## src/rtl/phy_pwr_seq.sv

```systemverilog
module phy_pwr_seq #(
  parameter int TICK_DIV        = 100,
  parameter int SETTLE_US       = 3,
  parameter int CAL_TIMEOUT_US  = 50,
  parameter int LOCK_TIMEOUT_US = 50000,
  parameter int RATE_W          = 32
) (
  input  logic              clk,
  input  logic              rst_n,
  input  logic              pwr_on_req,
  input  logic              pwr_off_req,
  input  logic [RATE_W-1:0] clk_rate_hz,
  input  logic              cal_done,
  input  logic              dll_ready,
  output logic              phy_pdb,
  output logic              phy_dll_en,
  output logic [1:0]        phy_freq_sel,
  output logic              rate_warn,
  output logic              busy,
  output logic              done,
  output logic              err,
  output logic [1:0]        err_code
);

  localparam int PRE_W  = $clog2(TICK_DIV + 1);
  localparam int US_MAX = (LOCK_TIMEOUT_US > CAL_TIMEOUT_US) ?
                          ((LOCK_TIMEOUT_US > SETTLE_US) ? LOCK_TIMEOUT_US : SETTLE_US) :
                          ((CAL_TIMEOUT_US > SETTLE_US) ? CAL_TIMEOUT_US : SETTLE_US);
  localparam int US_W   = $clog2(US_MAX + 2);
  localparam logic [PRE_W-1:0] PRE_LAST = PRE_W'(TICK_DIV - 1);
  localparam logic [US_W-1:0]  SET_LIM  = US_W'(SETTLE_US);
  localparam logic [US_W-1:0]  CAL_LIM  = US_W'(CAL_TIMEOUT_US);
  localparam logic [US_W-1:0]  LCK_LIM  = US_W'(LOCK_TIMEOUT_US);
  localparam logic [63:0] MHZ = 64'd1_000_000;

  typedef enum logic [2:0] {S_IDLE, S_PDB_LO, S_SETTLE, S_CAL, S_FREQ, S_LOCK} st_t;

  st_t               st;
  logic              op_on;
  logic [63:0]       rate_q;
  logic [PRE_W-1:0]  pre;
  logic [US_W-1:0]   us;

  function automatic logic [1:0] band_of(input logic [63:0] r);
    if (r == 64'd0)            return 2'd0;
    else if (r < 75 * MHZ)     return 2'd1;
    else if (r < 125 * MHZ)    return 2'd2;
    else if (r < 175 * MHZ)    return 2'd3;
    else                       return 2'd0;
  endfunction

  function automatic logic warn_of(input logic [63:0] r);
    logic [63:0] nom;
    logic [63:0] dif;
    case (band_of(r))
      2'd1:    nom = 50 * MHZ;
      2'd2:    nom = 100 * MHZ;
      2'd3:    nom = 150 * MHZ;
      default: nom = 200 * MHZ;
    endcase
    dif = (r > nom) ? r - nom : nom - r;
    return ((r > 50 * MHZ) && (dif > 15 * MHZ)) || (r > 200 * MHZ);
  endfunction

  wire        tick   = (pre == PRE_LAST);
  wire        accept = (st == S_IDLE) && (pwr_on_req || pwr_off_req);
  wire [63:0] rate_in = 64'(clk_rate_hz);

  assign busy = (st != S_IDLE);

  always_ff @(posedge clk) begin
    if (!rst_n) begin
      st           <= S_IDLE;
      op_on        <= 1'b0;
      rate_q       <= '0;
      pre          <= '0;
      us           <= '0;
      phy_pdb      <= 1'b0;
      phy_dll_en   <= 1'b0;
      phy_freq_sel <= 2'd0;
      rate_warn    <= 1'b0;
      done         <= 1'b0;
      err          <= 1'b0;
      err_code     <= 2'd0;
    end else begin
      if (tick) begin
        pre <= '0;
        us  <= us + 1'b1;
      end else begin
        pre <= pre + 1'b1;
      end
      case (st)
        S_IDLE: if (accept) begin
          st        <= S_PDB_LO;
          op_on     <= !pwr_off_req;
          rate_q    <= rate_in;
          rate_warn <= !pwr_off_req && warn_of(rate_in);
          phy_pdb   <= 1'b0;
          done      <= 1'b0;
          err       <= 1'b0;
          err_code  <= 2'd0;
        end
        S_PDB_LO: begin
          phy_dll_en <= 1'b0;
          pre        <= '0;
          us         <= '0;
          if (op_on) st <= S_SETTLE;
          else begin
            st   <= S_IDLE;
            done <= 1'b1;
          end
        end
        S_SETTLE: if (us == SET_LIM) begin
          st      <= S_CAL;
          phy_pdb <= 1'b1;
          pre     <= '0;
          us      <= '0;
        end
        S_CAL: if (cal_done) begin
          st           <= S_FREQ;
          phy_freq_sel <= band_of(rate_q);
        end else if (us == CAL_LIM) begin
          st       <= S_IDLE;
          done     <= 1'b1;
          err      <= 1'b1;
          err_code <= 2'd1;
        end
        S_FREQ: begin
          phy_dll_en <= 1'b1;
          pre        <= '0;
          us         <= '0;
          if (rate_q == 64'd0) begin
            st   <= S_IDLE;
            done <= 1'b1;
          end else st <= S_LOCK;
        end
        S_LOCK: if (dll_ready) begin
          st   <= S_IDLE;
          done <= 1'b1;
        end else if (us == LCK_LIM) begin
          st       <= S_IDLE;
          done     <= 1'b1;
          err      <= 1'b1;
          err_code <= 2'd2;
        end
        default: st <= S_IDLE;
      endcase
    end
  end

endmodule

```

## config.mk

```make
export PLATFORM = sky130hd
export DESIGN_NAME = phy_pwr_seq
export DESIGN_NICKNAME = d
export VERILOG_FILES = /design/src/rtl/phy_pwr_seq.sv
export SDC_FILE = /design/constraint.sdc
export NUM_CORES = 1
export LEC_CHECK = 0
export ABC_CLOCK_PERIOD_IN_PS = 6600
export BUFFER_PORTS_ARGS = -buffer_cell sky130_fd_sc_hd__buf_4
export CORE_MARGIN = 2
export CORE_UTILIZATION = 61
export DETAILED_ROUTE_END_ITERATION = 10
export HOLD_SLACK_MARGIN = 0.12
export PLACE_DENSITY = 0.88
export REMOVE_ABC_BUFFERS = 1
export SETUP_SLACK_MARGIN = 0.15
export SLEW_MARGIN = 40
export SYNTH_ARGS = -nofsm -noshare
export SYNTH_HDL_FRONTEND = slang
export SYNTH_SLANG_ARGS = --single-unit
```

## constraint.sdc

```tcl
create_clock -name clk -period 6.6 [get_ports clk]
set_input_delay 0.99 -clock clk [delete_from_list [all_inputs] [get_ports clk]]
set_output_delay 0.99 -clock clk [all_outputs]
set_load 0.05 [all_outputs]
```

==> summary.md <==
| Metric | Value |
|---|---|
| DP HPWL | 12800 um |
| Status | finished clean |
| Crit-path leading delay family | compound AO/OA/AOI/OAI gates |
| Critical Path Max Stage Delay | 0.40 ns |
| CTS root buf | clkbuf_8 |
| CP most frequent cell | o21ai_0 |
| H-Tree Depth | 3 |
| Maximum VDD drop | 121 uV |
| Leading post-synthesis cells by cell area | dfxtp_1 25%, ha_1 8.3%, nand2_1 7.8%, nor2_1 4.8%, a21boi_0 4.7% |
| Final Setup Violations | 0 |
| I/O pin cnt | 48 |
| Hold Path Class | reg2reg |
| Critical path's slowest cell | ha_1 |
| # rows | 34 |
| R2R Setup Slk | 4.14 ns |
| Rel. slew slack | 0.393 |
| Chip height | 99.4 um |
| # port buffers | 47 |
| Worst-Skew Late Latency | 0.35 ns |
| Synthesis-to-layout area growth | 13.1% |
| Max cap viols | 0 |
| Post-synth EDFFs | 0 |
| DR WL/cell | 18.3 um |
| Clock sink total | 68 |
| Vias in the first global route | 5612 |
| Initial antenna violation count | 0 |
| Unrepaired setup endpoints after global routing | false |
| CTS buffer count | 9 |
| DRC Markers | 0 |
| Flops & latches, synth | 68 |
| Setup TNS | 0 ns |
| Final WL | 16700 um |
| Leak Pwr | 2.55 nW |
| Data required time at the worst endpoint | 6.84 ns |
| Cell taking the most area after synthesis | dfxtp_1 |
| Unique cell type count in the Yosys netlist | 74 |
| Post-synth top area share | 0.245 |
| Tmin final | 6.11 ns |
| Tcrit/Tclk final | 0.925 |
| Peak Freq | 0.164 GHz |
| Worst slack, placed | 0.0921 ns |
| Crit path DAT | 6.35 ns |
| Via density | 6.45 |
| Post-synth ARST share | 0 |
| Longest Clk Path Bufs | 2 |
| Slew @ Worst Pin | 0.902 ns |
| Crit path launch type | primary input |
| GRT Resource Usage Total | 0.336 |
| Most used DFF post-synth | dfxtp_1 |
| Mapped Area | 0.00555 sq mm |
| Clock transition at path regs | 0.07 ns |
| Setup crit end kind | flop |
| Layout cell share with drive strength beyond 1 | 0.122 |
| Slew Viols, Final | 0 |
| Largest net degree at the start of global routing | 47 |
| Clk_skew | 0.00951 ns |
| Initial Utilization | 0.633 |
| Total grt overflow | 0 |
| Synth warn | 0 |
| Seq/Total Area, Yosys | 0.245 |
| CTS tree | done |
| CP Class | in2reg |
| DR vias | 5897 |
| Setup repair bufs after CTS | 0 |
| Antenna fix cells | 0 |
| Iter 0 DRT Violations | 522 |
| Cell Area, Placed | 0.00605 sq mm |
| Global-route wire length before repair | 27200 um |
| Layout net count | 877 |
| Worst path bufs/invs | 1 |
| DIE AREA | 0.00988 sq mm |
| Gate Count Post-Synth | 758 |
| Die W | 99.4 um |
| Design Area, Final | 0.00628 sq mm |
| Final hold vios | 0 |
| Syn Area/Cell | 7.32 sq um |
| Hold slack | 0.456 ns |
| Power per cell area | 186 mW/mm^2 |
| Core area | 0.00876 sq mm |
| Final GP Congestion | 1.04 |
| Worst-path maximum fanout | 8 |
| Post-DRT Antenna Nets | 0 |
| Final WS setup | 0.494 ns |
| Pre-antenna DRT Iters | 7 |
[stage by stage]
stage	instances	util	total power [mW]
after detailed placement	898	0.690	0.798
after floorplan	726	-	0.677
after CTS	914	0.714	1.16
after global routing	914	0.716	1.22
final	914	0.716	1.17
after global placement	898	0.689	0.791
[report_power, final]
| group | switching [mW] | internal (mW) | total [mW] |
|---|---|---|---|
| sequential | 0.0238 | 0.436 | 0.459 |
| combinational | 0.213 | 0.129 | 0.342 |
| clock | 0.157 | 0.211 | 0.368 |
| total | 0.393 | 0.776 | 1.17 |
[repair_timing]
action / in CTS / in global routing
setup endpoints to repair: 0 / 1
hold buffers: 0 / 0
resized for setup: 0 / 3
hold endpoints to repair: 0 / 0
[final cells by class]
type                    count  area [sq um]
multi-input cells         620          3940
fillers                   724          2490
flip-flops and latches     68          1360
repair buffers             64           480
inverters                  38           143
well taps                 108           135
clock buffers               9           124
clock inverters             7          91.3
[cells in the mapped netlist, drive strengths merged (5+ instances only)]
master     n
a2111oi    8
a211o      6
a211oi     8
a21boi    37
a21o      11
a21oi     40
a31oi      8
and2       7
and3       9
buf        7
clkbuf    25
dfxtp     68
ha        37
inv       38
nand2    116
nand2b     5
nand3     21
nand4     20
nor2      71
nor2b      9
nor3      22
nor3b      6
nor4      12
o211ai     6
o21a       5
o21ai     38
or2        6
or4        7
xnor2     17
xor2      20
[final timing paths]
kind / startpoint / to / cells after the start
worst max-delay path: clk_rate_hz[8] / rate_warn / 27
worst max register to register: pre[0] / us[15] / 8
worst min register to register: pre[0] / pre[0] / 1
worst min-delay path: pre[0] / pre[0] / 1
[layout by cell type, fill, tap and decap left out, types with 7 or more instances in the layout]
cell type  count
a31oi_1        7
a21o_1        11
nor2b_1        9
a21boi_0      35
dfxtp_1       68
nor4_1        12
and3_1         9
buf_4         64
nand2_1      116
o21ai_0       29
xnor2_1       17
ha_1          37
xor2_1        20
and2_1         7
a211oi_1       8
o21ai_1        8
nor3_1        21
nand3_1       21
clkbuf_8       9
nor2_1        70
nand4_1       20
inv_1         36
a2111oi_0      7
a21oi_1       38
[per-layer routing]
metal / vias to the layer above / global-route usage / routed length [um]
met1: 2699 / 0.431 / 7070
met2: 312 / 0.556 / 7820
met5: - / 0 / 0
met3: 61 / 0.0527 / 1240
met4: 0 / 0.156 / 600
li1: 2825 / - / -
[cell families after synthesis]
kind of cell,count (synthesis),synth area share
AND/OR/NAND/NOR,329,0.287
AO/OA/AOI/OAI,211,0.264
buffers and inverters,70,0.0496
flip-flops,68,0.245
adder cells (fa/ha/maj),38,0.0870
XOR/XNOR,37,0.0584
multiplexers,5,0.00924
[registers in the layout (all words and copies together), names as in the netlist, 2 cells and up]
register	cells
err_code	2
us	16
st	3
rate_q	32
phy_freq_sel	2
pre	7
(Power assumes the default switching activity.)
